==> config.mk <==
export PLATFORM = sky130hd
export DESIGN_NAME = fp_addsub_unit
export DESIGN_NICKNAME = d
export VERILOG_FILES = /design/src/rtl/fpas_pkg.sv /design/src/rtl/fpas_align.sv /design/src/rtl/fpas_mag_unit.sv /design/src/rtl/fpas_normalize.sv /design/src/rtl/fp_addsub_unit.sv
export SDC_FILE = /design/constraint.sdc
export NUM_CORES = 1
export LEC_CHECK = 0
export BUFFER_PORTS_ARGS = -buffer_cell sky130_fd_sc_hd__buf_2
export CORE_ASPECT_RATIO = 0.9
export CORE_MARGIN = 4
export CORE_UTILIZATION = 55
export DETAILED_ROUTE_END_ITERATION = 8
export MAX_ROUTING_LAYER = met4
export PLACE_DENSITY = 0.78
export SLEW_MARGIN = 20
export SYNTH_ARGS = -nofsm -noshare
export SYNTH_HDL_FRONTEND = slang
export SYNTH_HIERARCHICAL = 1
export SYNTH_SLANG_ARGS = --single-unit
==> constraint.sdc <==
create_clock -name vclk -period 28
set_clock_uncertainty 0.05 [all_clocks]
set_input_delay 7 -clock vclk [all_inputs]
set_output_delay 7 -clock vclk [all_outputs]
set_load 0.005 [all_outputs]
==> src/rtl/fpas_pkg.sv <==
// Shared definitions for the floating-point adder/subtractor.
// Assumes: nothing beyond IEEE 1800-2017 packages.
package fpas_pkg;

    // Effective unsigned mantissa operation chosen by the sign logic.
    typedef enum logic {
        EFF_ADD = 1'b0,
        EFF_SUB = 1'b1
    } eff_op_e;

    // Pick the effective operation from the two effective signs.
    function automatic eff_op_e pick_op(input logic s_big, input logic s_small);
        return (s_big == s_small) ? EFF_ADD : EFF_SUB;
    endfunction

endpackage

==> src/rtl/fpas_align.sv <==
// Alignment stage: chooses the operand with the larger exponent as the
// reference (operand A on a tie) and right-shifts the other mantissa by
// the exponent gap through a log-depth barrel shifter. A gap of MW or more
// zeroes the shifted mantissa. Bits shifted out are dropped.
// Assumes: MW >= 2, B's sign already adjusted for the requested operation.
module fpas_align #(
    parameter int MW = 8,
    parameter int EW = 7
) (
    input  logic          a_s,
    input  logic [MW-1:0] a_m,
    input  logic [EW-1:0] a_e,
    input  logic          b_s,
    input  logic [MW-1:0] b_m,
    input  logic [EW-1:0] b_e,
    output logic          big_s,
    output logic [MW-1:0] big_m,
    output logic [EW-1:0] big_e,
    output logic          sml_s,
    output logic [MW-1:0] sml_m
);
    localparam int SHW = (MW > 1) ? $clog2(MW) : 1;

    logic          a_wins;
    logic [EW-1:0] gap;
    logic [MW-1:0] raw_m;
    logic          too_far;
    logic [MW-1:0] stage [0:SHW];

    // Reference selection and exponent gap.
    always_comb begin
        a_wins = (a_e >= b_e);
        big_s  = a_wins ? a_s : b_s;
        big_m  = a_wins ? a_m : b_m;
        big_e  = a_wins ? a_e : b_e;
        sml_s  = a_wins ? b_s : a_s;
        raw_m  = a_wins ? b_m : a_m;
        gap    = a_wins ? (a_e - b_e) : (b_e - a_e);
    end

    // Detect a gap that pushes every bit out of the mantissa.
    always_comb begin
        too_far = (32'(gap) >= 32'(MW));
    end

    assign stage[0] = raw_m;

    genvar g;
    generate
        for (g = 0; g < SHW; g++) begin : g_shift
            if (g < EW) begin : g_used
                assign stage[g+1] = gap[g] ? (stage[g] >> (1 << g)) : stage[g];
            end else begin : g_pass
                assign stage[g+1] = stage[g];
            end
        end
    endgenerate

    // Final aligned mantissa of the smaller-exponent operand.
    always_comb begin
        sml_m = too_far ? '0 : stage[SHW];
    end

endmodule

==> src/rtl/fpas_mag_unit.sv <==
// Unsigned mantissa add/subtract with conditional inversion. The sum
// returns its carry. A negative difference is negated back to a
// magnitude and reported so the caller can flip the sign.
// Assumes: both mantissas already aligned to the same exponent.
module fpas_mag_unit
    import fpas_pkg::*;
#(
    parameter int MW = 8
) (
    input  logic          [MW-1:0] big_m,
    input  logic          [MW-1:0] sml_m,
    input  eff_op_e                op,
    output logic          [MW-1:0] mag,
    output logic                   carry,
    output logic                   neg
);
    logic [MW:0] sum_w;
    logic [MW:0] dif_w;

    // Both candidate raw results, one bit wider than the mantissa.
    always_comb begin
        sum_w = {1'b0, big_m} + {1'b0, sml_m};
        dif_w = {1'b0, big_m} - {1'b0, sml_m};
    end

    // Select the effective operation and restore a magnitude.
    always_comb begin
        if (op == EFF_ADD) begin
            mag   = sum_w[MW-1:0];
            carry = sum_w[MW];
            neg   = 1'b0;
        end else begin
            carry = 1'b0;
            neg   = dif_w[MW];
            mag   = dif_w[MW] ? (~dif_w[MW-1:0] + 1'b1) : dif_w[MW-1:0];
        end
    end

endmodule

==> src/rtl/fpas_normalize.sv <==
// Post-normalizer. A carry shifts the sum right one place and raises the
// exponent, saturating at the all-ones code. Otherwise the leading
// zeros are counted and shifted out, and the exponent drops by that count. A zero
// magnitude or an exponent underflow gives the canonical zero
// (mantissa 0, exponent 0, positive sign).
// Assumes: MW >= 2; the input magnitude holds no sign.
module fpas_normalize #(
    parameter int MW = 8,
    parameter int EW = 7
) (
    input  logic          s_in,
    input  logic [MW-1:0] mag,
    input  logic          carry,
    input  logic [EW-1:0] e_in,
    output logic          s_out,
    output logic [MW-1:0] m_out,
    output logic [EW-1:0] e_out
);
    localparam int LZW = $clog2(MW + 1);
    localparam int CW  = ((LZW > EW) ? LZW : EW) + 1;

    logic [LZW-1:0] lz;
    logic [MW-1:0]  lsh [0:LZW];
    logic [CW-1:0]  e_wide;
    logic [CW-1:0]  lz_wide;
    logic           e_top;
    logic           under;

    // Leading-zero count: the highest set bit wins.
    always_comb begin
        lz = LZW'(MW);
        for (int i = 0; i < MW; i++) begin
            if (mag[i]) begin
                lz = LZW'(MW - 1 - i);
            end
        end
    end

    assign lsh[0] = mag;

    genvar g;
    generate
        for (g = 0; g < LZW; g++) begin : g_lshift
            assign lsh[g+1] = lz[g] ? (lsh[g] << (1 << g)) : lsh[g];
        end
    endgenerate

    // Exponent bookkeeping in a width that holds both operands.
    always_comb begin
        e_wide  = CW'(e_in);
        lz_wide = CW'(lz);
        e_top   = (e_in == {EW{1'b1}});
        under   = (lz_wide > e_wide);
    end

    // Result selection: carry path, zero, underflow, or left shift.
    always_comb begin
        s_out = s_in;
        m_out = lsh[LZW];
        e_out = EW'(e_wide - lz_wide);
        if (carry) begin
            if (e_top) begin
                m_out = {MW{1'b1}};
                e_out = {EW{1'b1}};
            end else begin
                m_out = {1'b1, mag[MW-1:1]};
                e_out = e_in + 1'b1;
            end
        end else if (mag == '0 || under) begin
            s_out = 1'b1;
            m_out = '0;
            e_out = '0;
        end
    end

endmodule

==> src/rtl/fp_addsub_unit.sv <==
// Combinational floating-point adder/subtractor. Operands use a sign bit
// (1 = positive), a fractional mantissa with no hidden one and an
// exponent offset by 2^(EW-1). The unit aligns, adds or subtracts,
// fixes the sign and post-normalizes. There is no rounding.
// Assumes: MW >= 2, EW >= 2; inputs are held stable while the result is used.
module fp_addsub_unit
    import fpas_pkg::*;
#(
    parameter int MW = 8,
    parameter int EW = 7
) (
    input  logic          a_sign,
    input  logic [MW-1:0] a_mant,
    input  logic [EW-1:0] a_exp,
    input  logic          b_sign,
    input  logic [MW-1:0] b_mant,
    input  logic [EW-1:0] b_exp,
    input  logic          op_add,
    output logic          r_sign,
    output logic [MW-1:0] r_mant,
    output logic [EW-1:0] r_exp
);
    logic          b_sign_eff;
    logic          big_s;
    logic [MW-1:0] big_m;
    logic [EW-1:0] big_e;
    logic          sml_s;
    logic [MW-1:0] sml_m;
    eff_op_e       op;
    logic [MW-1:0] mag;
    logic          carry;
    logic          neg;
    logic          s_pre;

    // Subtraction is addition with B's sign inverted.
    always_comb begin
        b_sign_eff = op_add ? b_sign : ~b_sign;
    end

    fpas_align #(.MW(MW), .EW(EW)) align_i (
        .a_s   (a_sign),
        .a_m   (a_mant),
        .a_e   (a_exp),
        .b_s   (b_sign_eff),
        .b_m   (b_mant),
        .b_e   (b_exp),
        .big_s (big_s),
        .big_m (big_m),
        .big_e (big_e),
        .sml_s (sml_s),
        .sml_m (sml_m)
    );

    // Sign decision: the effective operation and the pre-normalization sign.
    always_comb begin
        op    = pick_op(big_s, sml_s);
        s_pre = neg ? ~big_s : big_s;
    end

    fpas_mag_unit #(.MW(MW)) mag_i (
        .big_m (big_m),
        .sml_m (sml_m),
        .op    (op),
        .mag   (mag),
        .carry (carry),
        .neg   (neg)
    );

    fpas_normalize #(.MW(MW), .EW(EW)) norm_i (
        .s_in  (s_pre),
        .mag   (mag),
        .carry (carry),
        .e_in  (big_e),
        .s_out (r_sign),
        .m_out (r_mant),
        .e_out (r_exp)
    );

endmodule

== Yosys cells after proc, flatten, opt, wreduce, memory -nomap -nowiden ==
Cells that the tools add are included.

* Bits of input ports: 33
* Word-level logic and storage cells: 53
* Bits in registers: 0
* Output and inout bits: 16

* Multiplexer cells: 36
* Bitwise operators: 3
* $add $sub $neg: 7
* Reduce and logical (&&, ||, !) cells: 2
* Eq/ne operators: 2
* $lt $le $gt $ge: 3

{| class="wikitable"
|+ Operator list
! kind !! count
|-
| $mux W8 || 14
|-
| $mux W7 || 6
|-
| $mux W4 || 8
|-
| $sub A7 B7 Y7 || 2
|-
| $add A8 B8 Y9 || 1
|-
| $sub A8 B8 Y9 || 1
|-
| $add A8 B1 Y8 const B || 1
|-
| $logic_not A8 Y1 || 1
|-
| $mux W1 || 8
|-
| $not A8 Y8 || 1
|-
| $add A7 B1 Y7 const B || 1
|-
| $eq A7 B7 Y1 const B || 1
|-
| $ge A7 B4 Y1 const B || 1
|-
| $ge A7 B7 Y1 || 1
|-
| $gt A4 B7 Y1 || 1
|-
| $sub A7 B4 Y7 || 1
|-
| $not A1 Y1 || 2
|-
| $eq A1 B1 Y1 || 1
|-
| $logic_or A1 B1 Y1 || 1
|}

== Longest topological paths before layout ==
Gate-level depths: netlist of the first run.

* Word-level depth: 25
* Mapped depth: 34
* Gate-level depth less buffers: 33

== Cells and area by module ==
The synthesis of the first run kept the hierarchy.

{| class="wikitable"
|+ Modules (own cells, without submodules)
! module !! area each (um2) !! cells an instance !! instances !! seq. area each (um2)
|-
| fpas_align || 1255.0 || 139 || 1 || 0.0
|-
| fpas_mag_unit || 1023.5 || 144 || 1 || 0.0
|-
| fpas_normalize || 917.1 || 151 || 1 || 0.0
|-
| fp_addsub_unit || 26.3 || 3 || 1 || 0.0
|}

== Least setup slack after synthesis of the first run ==
No wires, ideal clock.

* Path type: in2out
* From: input port a_exp[2]
* To: output port r_mant[6]
* Setup slack: 7.549 ns
* Required time: 20.950 ns
* Arrival time: 13.401 ns
* Path buffers: 5
* Cell stages on the path: 31
* Path through: inv_1 -> ha_1 -> buf_6 -> a21oi_2 -> o21ai_2 -> a21oi_4 -> buf_12 -> mux2i_4 -> xor2_2 -> mux2_2 -> nor3_2 -> ha_1 -> inv_1 -> fa_1 -> a211oi_4 -> o21ai_1 -> nor2b_4 -> or4_4 -> nor4_1 -> nor3_1 -> a311o_1 -> buf_2 -> clkbuf_1 -> o41ai_1 -> ha_1 -> nor2b_1 -> o31a_1 -> or3_1 -> buf_2 -> o221ai_2 -> o31ai_1

{| class="wikitable"
|+ RTL lines
! element !! line !! source
|-
| start: declaration || fp_addsub_unit.sv:14 || <nowiki>input logic [EW-1:0] a_exp,</nowiki>
|-
| parallel branches: the longest is 5 deep, another holds $sub A7 B7 Y7 || n/a ||
|-
| $mux W8 (*) || fpas_align.sv:61 || <nowiki>sml_m = too_far ? '0 : stage[SHW];</nowiki>
|-
| net sml_m[0] || fp_addsub_unit.sv:28 || <nowiki>logic [MW-1:0] sml_m;</nowiki>
|-
| $sub A8 B8 Y9 || fpas_mag_unit.sv:23 || <nowiki>dif_w = {1'b0, big_m} - {1'b0, sml_m};</nowiki>
|-
| $not A8 Y8 || fpas_mag_unit.sv:35 || <nowiki>mag = dif_w[MW] ? (~dif_w[MW-1:0] + 1'b1) : dif_w[MW-1:0];</nowiki>
|-
| $add A8 B1 Y8 || fpas_mag_unit.sv:35 ||
|-
| $mux W8 || fpas_mag_unit.sv:35 ||
|-
| $mux W8 (*) || fpas_mag_unit.sv:28 || <nowiki>if (op == EFF_ADD) begin</nowiki>
|-
| net mag[7] || fp_addsub_unit.sv:30 || <nowiki>logic [MW-1:0] mag;</nowiki>
|-
| parallel branches: the longest is 6 deep, another holds $gt A4 B7 Y1 || n/a ||
|-
| $mux W8 (*) || fpas_normalize.sv:61 || <nowiki>if (carry) begin</nowiki>
|-
| end: declaration || fp_addsub_unit.sv:20 || <nowiki>output logic [MW-1:0] r_mant,</nowiki>
|}

Mark *: on every way through the listed nets, which the timed path passes.

== Worst setup path after layout of the first run ==
* From: input port a_exp[0]
* To: output port r_mant[6]

{| class="wikitable"
|+ RTL lines
! element !! line !! source
|-
| parallel branches: the longest is 5 deep, another holds $sub A7 B7 Y7 || n/a ||
|-
| $mux W8 (*) || fpas_align.sv:61 ||
|-
| net sml_m[0] || fp_addsub_unit.sv:28 ||
|-
| $sub A8 B8 Y9 || fpas_mag_unit.sv:23 ||
|-
| $not A8 Y8 || fpas_mag_unit.sv:35 ||
|-
| $add A8 B1 Y8 || fpas_mag_unit.sv:35 ||
|-
| $mux W8 || fpas_mag_unit.sv:35 ||
|-
| $mux W8 (*) || fpas_mag_unit.sv:28 ||
|-
| net mag[2] || fp_addsub_unit.sv:30 ||
|-
| parallel branches: the longest is 10 deep, another holds $gt A4 B7 Y1 || n/a ||
|-
| $mux W8 (*) || fpas_normalize.sv:69 || <nowiki>end else if (mag == '0 || under) begin</nowiki>
|-
| $mux W8 (*) || fpas_normalize.sv:61 ||
|}

Marks and branches as above.

==> key figures, run 1 <==
Critical path
  – Source of the critical timing path: a_exp[0]
  – Critical Path Sink Type: primary output
  – Crit path top cell by count: sky130_fd_sc_hd__ha_1
  – Critical Path Start Type: input pin
  – Required time at the endpoint of the critical path: 20.95 ns
  – Slowest cell on the critical path: sky130_fd_sc_hd__xor2_1
  – Type of the worst setup path: input pin to primary output
  – Arr. time, crit path: between 15 and 20 ns
  – Max incr delay on CP: approximately 0.62 ns
  – Largest driver fanout on the critical path: 21

GRT
  – Total congestion overflow after global routing: 0
  – Number of global-route vias before repair: 2,984
  – Antenna violations before repair: 0
  – Largest net degree at the start of global routing: 24
  – Global-route wire length before repair: between 10,000 and 15,000 um
  – Overall global routing resource usage: 0.239

STA
  – Fmax: 45.0 MHz
  – Setup_tns: 0 ns
  – Number of failing setup endpoints in the final timing report: 0
  – Max-slew headroom: 0.287
  – Fraction of the cycle the final worst path needs: 0.793
  – Final worst slack: 5.79 ns
  – RSZ-0062 raised after global routing: no
  – Final min period: 22.21 ns
  – Final hold slack: between 10 and 15 ns
  – Pins over their slew limit: 0
  – Fin. Hold Viols: 0
  – Slew at the pin closest to its max-slew limit: 1.04 ns

Logic synthesis
  – Count of distinct cell types in the synthesized netlist: 83
  – Post-synthesis cell count: 437
  – Yosys warns: 6
  – Sequential fraction of the synthesis area: 0
  – Combined area of all synthesized cells: 0.00322 sq mm
  – Per-instance average area after synthesis: between 7 and 8 sq um
  – Number of nets produced by synthesis: just over 500

CTS
  – Number of buffers inserted by hold repair at cts: 0
  – Post-cts repair resize count: 0
  – Count of buffers added by post-CTS timing repair for setup: 0

Final layout
  – Final standard cell utilization of the core: 0.603
  – Filler cell count in the final layout: 523
  – Syn-to-layout area delta: 6.52%
  – Count of clock-net buffers in the final layout: 0
  – Post-route design area: around 0.0034 sq mm
  – Highest-count cells in the layout ignoring fill and taps: 49 x sky130_fd_sc_hd__buf_2, 45 x sky130_fd_sc_hd__inv_1, 36 x sky130_fd_sc_hd__ha_1
  – Sequential cells: 0
  – Ant. Diodes: 0
  – Number of nets in the layout: ~540
  – Layout Cells excl Fill: about 540
  – Most common library cell in the layout ignoring fill and taps: sky130_fd_sc_hd__buf_2
  – Share of final-layout standard cells stronger than drive strength 1: 0.218
  – Register area: 0 sq um

Min path
  – Startpoint of the tightest hold check path: b_exp[6]
  – Type of the worst min-delay path: input pin to primary output

Die
  – Standard-cell rows: 26
  – DIE HEIGHT: 80.6 um
  – Area of the core: 0.00569 sq mm
  – Die Footprint: 0.00715 sq mm
  – Initial standard-cell utilization of the core: 0.566
  – I/O pin count: 49
  – Horiz. Die Dim: a little under 90 um

Routing
  – Antenna Nets Post-Route: 0
  – Average detailed-routed wire length per instance: 15.1 um
  – Violation count after the first detailed-route iteration: approximately 200
  – Post-Route WL: 8140 um
  – Number of iterations in the first detailed-routing pass: 6
  – DRC violation count after routing: 0
  – Via density: 6.18
  – Detailed-route via count: 3,324

Power
  – VDD IR max: 0.0513 mV
  – Final Power: 198 uW
  – Power Density: 57.7 mW/mm^2
  – Reported leakage power: 1.48 nW

Place
  – Number of cells after detailed placement: 538
  – Post-Place Setup Slack: 5.91 ns
  – Routability congestion estimate: 0.954
  – Total cell area at the placement stage: 0.00343 sq mm
  – Input/output buffers: between 40 and 50
  – DPL Wire Length: 6560 um

Status
  – Status: finished clean

Job
  – Maximum Capacitance Violations: 0
[cell usage after synthesis (all sizes together) (9+ instances only)]
cell    n  area share
nand3  11       0.019
nor3   11       0.019
nand2  30       0.036
nor2b   9       0.020
buf    14       0.037
inv    46       0.054
xor2   12       0.037
ha     36        0.14
nor2   36       0.044
xnor2  12       0.038
mux2i  13       0.045
mux2   15       0.052
o21ai  36       0.058
a21oi  35       0.059
[worst max-delay path, delay by kind of cell]
kind | cells | cell delay, ns
AO/OA/AOI/OAI | 10 | 2.76
adder cells (fa/ha/maj) | 4 | 1.49
AND/OR/NAND/NOR | 6 | 1.33
multiplexers | 3 | 1.05
XOR/XNOR | 2 | 0.78
buffers and inverters | 5 | 0.73
[path summary, 6_finish.rpt]
| path | cells after the start | end | slack (ns) |
|---|---|---|---|
| worst max-delay path | 30 | r_mant[6] | 5.79 |
| worst min-delay path | 5 | r_exp[6] | 14.48 |
[power breakdown]
group	leakage, nW	internal (mW)	switching, mW	total, mW
clock	0	0	0	0
combinational	1.48	0.0828	0.115	0.198
sequential	0	0	0	0
total	1.48	0.0828	0.115	0.198
[cells by family after synthesis]
group                    count (synthesis)  share of synthesized area
AO/OA/AOI/OAI                          136                      0.287
XOR/XNOR                                24                     0.0757
adder cells (fa/ha/maj)                 41                      0.171
buffers and inverters                   67                     0.0986
multiplexers                            36                      0.155
AND/OR/NAND/NOR                        133                      0.213
[routing by layer]
layer	wire, um	track usage	vias to the layer above
met5	0	-	-
met4	67	0.0136	0
met3	461	0.00513	8
met2	3800	0.395	118
met1	3800	0.342	1542
li1	-	-	1656
[layout make-up]
type | instances | area [sq um] | share of cell area
multi-input combinational | 370 | 2900 | 0.846
timing repair buffer | 52 | 268 | 0.0780
tap | 70 | 87.6 | 0.0255
inverter | 46 | 173 | 0.0503
(Power assumes the default switching activity.)
==> run 2, diff against run 1 <==
--- a/config.mk
+++ b/config.mk
@@ -5,6 +5,7 @@
 export SDC_FILE = /design/constraint.sdc
 export NUM_CORES = 1
 export LEC_CHECK = 0
+export ABC_AREA = 1
 export BUFFER_PORTS_ARGS = -buffer_cell sky130_fd_sc_hd__buf_2
 export CORE_ASPECT_RATIO = 0.9
 export CORE_MARGIN = 4
==> constraint.sdc (replaced) <==
create_clock -name vclk -period 21.4
set_clock_uncertainty 0.05 [all_clocks]
set_input_delay 5.35 -clock vclk [all_inputs]
set_output_delay 5.35 -clock vclk [all_outputs]
set_load 0.005 [all_outputs]
==> key figures, run 2 <==
Routing
  – Number of iterations in the first detailed-routing pass: 4 (was 6)
  – Via density: 5.22 (was 6.18)
  – Antenna Nets Post-Route: 0 (unchanged)
  – Average detailed-routed wire length per instance: 11.5 um (was 15.1 um)
  – DRC violation count after routing: 0 (unchanged)
  – Post-Route WL: 8170 um (was 8140 um)
  – Violation count after the first detailed-route iteration: 211 (was 204)
  – Detailed-route via count: 3,715 (was 3,324)

Final layout
  – Register area: 0 sq um (unchanged)
  – Sequential cells: 0 (unchanged)
  – Ant. Diodes: 0 (unchanged)
  – Syn-to-layout area delta: 8.12% (was 6.52%)
  – Number of nets in the layout: 718 (was 544)
  – Most common library cell in the layout ignoring fill and taps: sky130_fd_sc_hd__nand2_1 (was sky130_fd_sc_hd__buf_2)
  – Share of final-layout standard cells stronger than drive strength 1: 0.162 (was 0.218)
  – Highest-count cells in the layout ignoring fill and taps: 211 x sky130_fd_sc_hd__nand2_1, 78 x sky130_fd_sc_hd__inv_1, 74 x sky130_fd_sc_hd__nand3_1 (was 49 x sky130_fd_sc_hd__buf_2, 45 x sky130_fd_sc_hd__inv_1, 36 x sky130_fd_sc_hd__ha_1)
  – Count of clock-net buffers in the final layout: 0 (unchanged)
  – Final standard cell utilization of the core: 0.613 (was 0.603)

Logic synthesis
  – Yosys warns: 6 (unchanged)
  – Post-synthesis cell count: 605 (was 437)
  – Count leader, synth: sky130_fd_sc_hd__nand2_1 (was sky130_fd_sc_hd__inv_1)
  – Number of nets produced by synthesis: 679 (was 511)
  – List of most frequent post-synthesis cells: 211 x sky130_fd_sc_hd__nand2_1, 78 x sky130_fd_sc_hd__inv_1, 74 x sky130_fd_sc_hd__nand3_1 (was 45 x sky130_fd_sc_hd__inv_1, 36 x sky130_fd_sc_hd__ha_1, 33 x sky130_fd_sc_hd__a21oi_1, 33 x sky130_fd_sc_hd__nor2_1)
  – Per-instance average area after synthesis: 5.30 sq um (was 7.37 sq um)
  – Count of distinct cell types in the synthesized netlist: 36 (was 83)
  – Biggest area consumer among synthesized cells: sky130_fd_sc_hd__nand2_1 (was sky130_fd_sc_hd__ha_1)
  – Sequential fraction of the synthesis area: 0 (unchanged)
  – Area share of the leading cell type in the synthesized netlist: 0.247 (was 0.140)
  – Cell types with the largest area share after synthesis: sky130_fd_sc_hd__nand2_1 25%, sky130_fd_sc_hd__ha_1 14%, sky130_fd_sc_hd__nand3_1 12%, sky130_fd_sc_hd__inv_1 9.1%, sky130_fd_sc_hd__nor2_1 5.2% (was sky130_fd_sc_hd__ha_1 14%, sky130_fd_sc_hd__inv_1 5.2%, sky130_fd_sc_hd__a21oi_1 5.1%, sky130_fd_sc_hd__mux2_2 4.9%, sky130_fd_sc_hd__mux4_2 4.9%)
  – Combined area of all synthesized cells: 0.00321 sq mm (was 0.00322 sq mm)

GRT
  – Overall global routing resource usage: 0.246 (was 0.239)
  – Global-route wire length before repair: 14,600 um (was 14,000 um)
  – Antenna violations before repair: 0 (unchanged)
  – Largest net degree at the start of global routing: 42 (was 24)
  – Total congestion overflow after global routing: 0 (unchanged)
  – Number of global-route vias before repair: 3,435 (was 2,984)

Critical path
  – Largest driver fanout on the critical path: 41 (was 21)
  – Crit path top cell by count: sky130_fd_sc_hd__nand2_1 (was sky130_fd_sc_hd__ha_1)
  – Source of the critical timing path: a_exp[2] (was a_exp[0])
  – Critical Path Start Type: input pin (unchanged)
  – Required time at the endpoint of the critical path: 16.00 ns (was 20.95 ns)
  – Max incr delay on CP: 0.47 ns (was 0.62 ns)
  – Critical Path Sink Type: primary output (unchanged)
  – Slowest cell on the critical path: sky130_fd_sc_hd__fa_1 (was sky130_fd_sc_hd__xor2_1)
  – Arr. time, crit path: 11.45 ns (was 15.16 ns)
  – Type of the worst setup path: input pin to primary output (unchanged)

Die
  – Standard-cell rows: 26 (unchanged)
  – Horiz. Die Dim: 88.5 um (was 88.7 um)
  – I/O pin count: 49 (unchanged)
  – Area of the core: 0.00566 sq mm (was 0.00569 sq mm)
  – DIE HEIGHT: 80.4 um (was 80.6 um)
  – Die Footprint: 0.00712 sq mm (was 0.00715 sq mm)
  – Initial standard-cell utilization of the core: 0.567 (was 0.566)

Power
  – Net Switching: 157 uW (was 115 uW)
  – Cell-internal power: 94.1 uW (was 82.8 uW)
  – Part of the power in combinational logic: 1.000 (about the same)
  – VDD IR max: 0.0623 mV (was 0.0513 mV)
  – Net switching share of the total power: 0.625 (was 0.582)
  – Power Density: 72.4 mW/mm^2 (was 57.7 mW/mm^2)
  – Part of the power in the clock network: 0 (about the same)
  – Sequential cell fraction of total power: 0 (about the same)
  – Reported leakage power: 2.01 nW (was 1.48 nW)

STA
  – Slew at the pin closest to its max-slew limit: 0.820 ns (was 1.04 ns)
  – Fin. Hold Viols: 0 (unchanged)
  – Pins over their slew limit: 0 (unchanged)
  – Fraction of the cycle the final worst path needs: 0.787
  – Setup_tns: 0 ns (unchanged)
  – Final hold slack: 11.23 ns (was 14.48 ns)
  – Final min period: 16.85 ns
  – RSZ-0062 raised after global routing: no (unchanged)
  – Number of failing setup endpoints in the final timing report: 0 (unchanged)
  – Fmax: 59.3 MHz
  – Max-slew headroom: 0.448 (was 0.287)

Place
  – Routability congestion estimate: 0.992 (was 0.954)
  – Input/output buffers: 49 (unchanged)
  – DPL Wire Length: 7100 um (was 6560 um)

Min path
  – Startpoint of the tightest hold check path: a_sign (was b_exp[6])
  – Type of the worst min-delay path: input pin to primary output (unchanged)

CTS
  – Count of buffers added by post-CTS timing repair for setup: 0 (unchanged)
  – Number of buffers inserted by hold repair at cts: 0 (unchanged)
  – Post-cts repair resize count: 0 (unchanged)

Job
  – Maximum Capacitance Violations: 0 (unchanged)

Status
  – Status: finished clean (unchanged)
## run 2: changes by cell type after synthesis, moves of 11 or more
cell / before / now
sky130_fd_sc_hd__inv_1: 45 / 78
sky130_fd_sc_hd__nand3_1: 10 / 74
sky130_fd_sc_hd__nand2_1: 29 / 211
sky130_fd_sc_hd__mux2i_1: 11 / 0
sky130_fd_sc_hd__nand2_2: 1 / 12
sky130_fd_sc_hd__nor2_1: 33 / 44
sky130_fd_sc_hd__mux2_2: 14 / 0
## run 2: area by class of cell
type                            count  area, sq um
Multi-Input combinational cell    501         2780
Fill cell                         600         2190
Timing Repair Buffer               50          253
Inverter                           91          344
Tap cell                           70         87.6
## run 2: final timing paths
path / end / slack (ns) / cells past startpoint
max: r_exp[6] / 4.55 / 40
min: r_sign / 11.23 / 8
## run 2: power by group through the flow
stage          Combinational (mW)  Sequential, mW  Clock [mW]
6_report                    0.251               0           0
5_1_grt                     0.288               0           0
4_1_cts                     0.251               0           0
3_5_place_dp                0.250               0           0
3_3_place_gp                0.246               0           0
2_1_floorplan               0.189               0           0
## run 2: logic make-up after synthesis
group,after synthesis,synth area share
buffers and inverters,104,0.132
xor gates and xnor gates,13,0.0355
and+or+nand+nor,370,0.525
AOI/OAI and AO/OA,77,0.136
adders and majority gates,41,0.172
## run 2: routing by layer
layer | GRT usage | up-vias | routed length (um)
met2 | 0.424 | 109 | 3790
met3 | 0 | 11 | 364
li1 | - | 1991 | -
met5 | - | - | 0
met4 | 0.0287 | 0 | 90
met1 | 0.334 | 1604 | 3920
## run 2: stage by stage
step	setup WS [ns]	cells	power (mW)	cell area [sq um]
after floorplan	5.88	605	0.189	3210
after global placement	4.69	712	0.246	3470
after detailed placement	4.60	712	0.250	3470
after CTS	4.59	712	0.251	3470
after global routing	3.85	712	0.288	3470
final	4.55	712	0.251	3470
## run 2: critical path, delay by kind of cell
kind / cells / cell delay (ns)
AO/OA/AOI/OAI: 6 / 0.96
XOR/XNOR: 1 / 0.15
adder cells (fa/ha/maj): 5 / 1.61
buffers and inverters: 8 / 0.96
AND/OR/NAND/NOR: 20 / 2.42
==> run 3, diff against run 2 <==
==> constraint.sdc (replaced) <==
create_clock -name vclk -period 15.6
set_clock_uncertainty 0.05 [all_clocks]
set_input_delay 3.9 -clock vclk [all_inputs]
set_output_delay 3.9 -clock vclk [all_outputs]
set_load 0.005 [all_outputs]
==> key figures, run 3 (synthesized netlist as in run 2, its figures left out) <==
Final layout
  – Post-route design area: 0.00347 sq mm (unchanged)
  – Share of final-layout standard cells stronger than drive strength 1: 0.162 (unchanged)
  – Ant. Diodes: 0 (unchanged)
  – Count of clock-net buffers in the final layout: 0 (unchanged)
  – Sequential cells: 0 (unchanged)
  – Highest-count cells in the layout ignoring fill and taps: 211 x sky130_fd_sc_hd__nand2_1, 78 x sky130_fd_sc_hd__inv_1, 74 x sky130_fd_sc_hd__nand3_1 (unchanged)
  – Most common library cell in the layout ignoring fill and taps: sky130_fd_sc_hd__nand2_1 (unchanged)
  – Layout Cells excl Fill: 712 (unchanged)
  – Filler cell count in the final layout: 579 (was 600)
  – Syn-to-layout area delta: 8.12% (unchanged)
  – Register area: 0 sq um (unchanged)
  – Number of nets in the layout: 718 (unchanged)

Power
  – Reported leakage power: 2.01 nW (unchanged)
  – Part of the power in combinational logic: 1.000 (about the same)
  – Net Switching: 216 uW (was 157 uW)
  – Sequential cell fraction of total power: 0 (about the same)
  – Power Density: 99.7 mW/mm^2 (was 72.4 mW/mm^2)
  – Net switching share of the total power: 0.626 (was 0.625)
  – Cell-internal power: 129 uW (was 94.1 uW)
  – Part of the power in the clock network: 0 (about the same)
  – VDD IR max: 0.0920 mV (was 0.0623 mV)

Routing
  – Post-Route WL: 8130 um (was 8170 um)
  – Average detailed-routed wire length per instance: 11.4 um (was 11.5 um)
  – Number of iterations in the first detailed-routing pass: 5 (was 4)
  – Violation count after the first detailed-route iteration: 229 (was 211)
  – Via density: 5.23 (was 5.22)
  – Detailed-route via count: 3,724 (was 3,715)
  – Antenna Nets Post-Route: 0 (unchanged)
  – DRC violation count after routing: 0 (unchanged)

Critical path
  – Category of cells accounting for the largest share of critical-path delay: simple AND/OR/NAND/NOR gates (unchanged)
  – Arr. time, crit path: 10.04 ns (was 11.45 ns)
  – Critical Path Sink Type: primary output (unchanged)
  – Worst path buffer plus inverter count: 7 (was 8)
  – Required time at the endpoint of the critical path: 11.65 ns (was 16.00 ns)
  – Slowest cell on the critical path: sky130_fd_sc_hd__fa_1 (unchanged)
  – Critical Path Start Type: input pin (unchanged)
  – Max incr delay on CP: 0.47 ns (about the same)
  – Type of the worst setup path: input pin to primary output (unchanged)
  – Source of the critical timing path: a_exp[2] (unchanged)
  – Crit path top cell by count: sky130_fd_sc_hd__nand2_1 (unchanged)
  – Largest driver fanout on the critical path: 41 (unchanged)

GRT
  – Overall global routing resource usage: 0.239 (was 0.246)
  – Global-route wire length before repair: 14,100 um (was 14,600 um)
  – Antenna violations before repair: 0 (unchanged)
  – Largest net degree at the start of global routing: 42 (unchanged)
  – Total congestion overflow after global routing: 0 (unchanged)
  – Number of global-route vias before repair: 3,342 (was 3,435)

Die
  – Horiz. Die Dim: 88.5 um (unchanged)
  – DIE HEIGHT: 80.4 um (unchanged)
  – Standard-cell rows: 26 (unchanged)
  – I/O pin count: 49 (unchanged)
  – Die Footprint: 0.00712 sq mm (unchanged)
  – Initial standard-cell utilization of the core: 0.567 (unchanged)
  – Area of the core: 0.00566 sq mm (unchanged)

Min path
  – Startpoint of the tightest hold check path: a_sign (unchanged)
  – Type of the worst min-delay path: input pin to primary output (unchanged)

Status
  – Status: finished clean (unchanged)

CTS
  – Post-cts repair resize count: 0 (unchanged)
  – Number of buffers inserted by hold repair at cts: 0 (unchanged)
  – Count of buffers added by post-CTS timing repair for setup: 0 (unchanged)

STA
  – Number of failing setup endpoints in the final timing report: 0 (unchanged)
  – Fin. Hold Viols: 0 (unchanged)
  – Setup_tns: 0 ns (unchanged)
  – Final worst slack: 1.61 ns (was 4.55 ns)
  – Max-slew headroom: 0.400 (was 0.448)
  – Pins over their slew limit: 0 (unchanged)
  – Fmax: approximately 70 MHz
  – Fraction of the cycle the final worst path needs: 0.897
  – RSZ-0062 raised after global routing: no (unchanged)
  – Slew at the pin closest to its max-slew limit: 0.891 ns (was 0.820 ns)
  – Final min period: 13.99 ns

Place
  – Routability congestion estimate: 0.992 (about the same)
  – Total cell area at the placement stage: 0.00347 sq mm (unchanged)
  – Number of cells after detailed placement: 712 (unchanged)
  – Post-Place Setup Slack: 1.68 ns (was 4.60 ns)
  – Input/output buffers: 49 (unchanged)
  – DPL Wire Length: 7070 um (was 7100 um)

Job
  – Maximum Capacitance Violations: 0 (unchanged)
-- run 3: cell counts in the layout (fill, tap and decap cells not counted) --
No cell type changed its count.
-- run 3: path summary, 6_finish.rpt --
check	endpoint	slack, ns	cells past startpoint
setup / recovery	r_exp[6]	1.61	40
hold / removal	r_sign	8.33	8
-- run 3: per-layer routing --
layer / up-vias / global-route usage / share of wire
met5: - / - / 0
met4: 0 / 0.0242 / 0.0076
met3: 8 / 0.00513 / 0.040
met2: 102 / 0.420 / 0.46
met1: 1628 / 0.317 / 0.49
li1: 1986 / - / -
-- run 3: cell type report --
| type | count | area, sq um | share of cell area |
|---|---|---|---|
| Inverter | 91 | 344 | 0.0992 |
| Tap cell | 70 | 87.6 | 0.0253 |
| Multi-Input combinational cell | 501 | 2780 | 0.803 |
| Timing Repair Buffer | 50 | 253 | 0.0729 |
-- run 3: metrics by stage --
stage          hold slack (ns)  power [mW]  utilization
2_1_floorplan             8.08       0.259            -
3_3_place_gp              8.32       0.337        0.613
3_5_place_dp              8.33       0.343        0.613
4_1_cts                   8.33       0.344        0.613
5_1_grt                   8.43       0.395        0.613
6_report                  8.33       0.346        0.613
-- run 3: power groups by stage --
stage / clock, mW / sequential, mW / combinational [mW]
6_report: 0 / 0 / 0.346
5_1_grt: 0 / 0 / 0.395
4_1_cts: 0 / 0 / 0.344
3_5_place_dp: 0 / 0 / 0.343
3_3_place_gp: 0 / 0 / 0.337
2_1_floorplan: 0 / 0 / 0.259
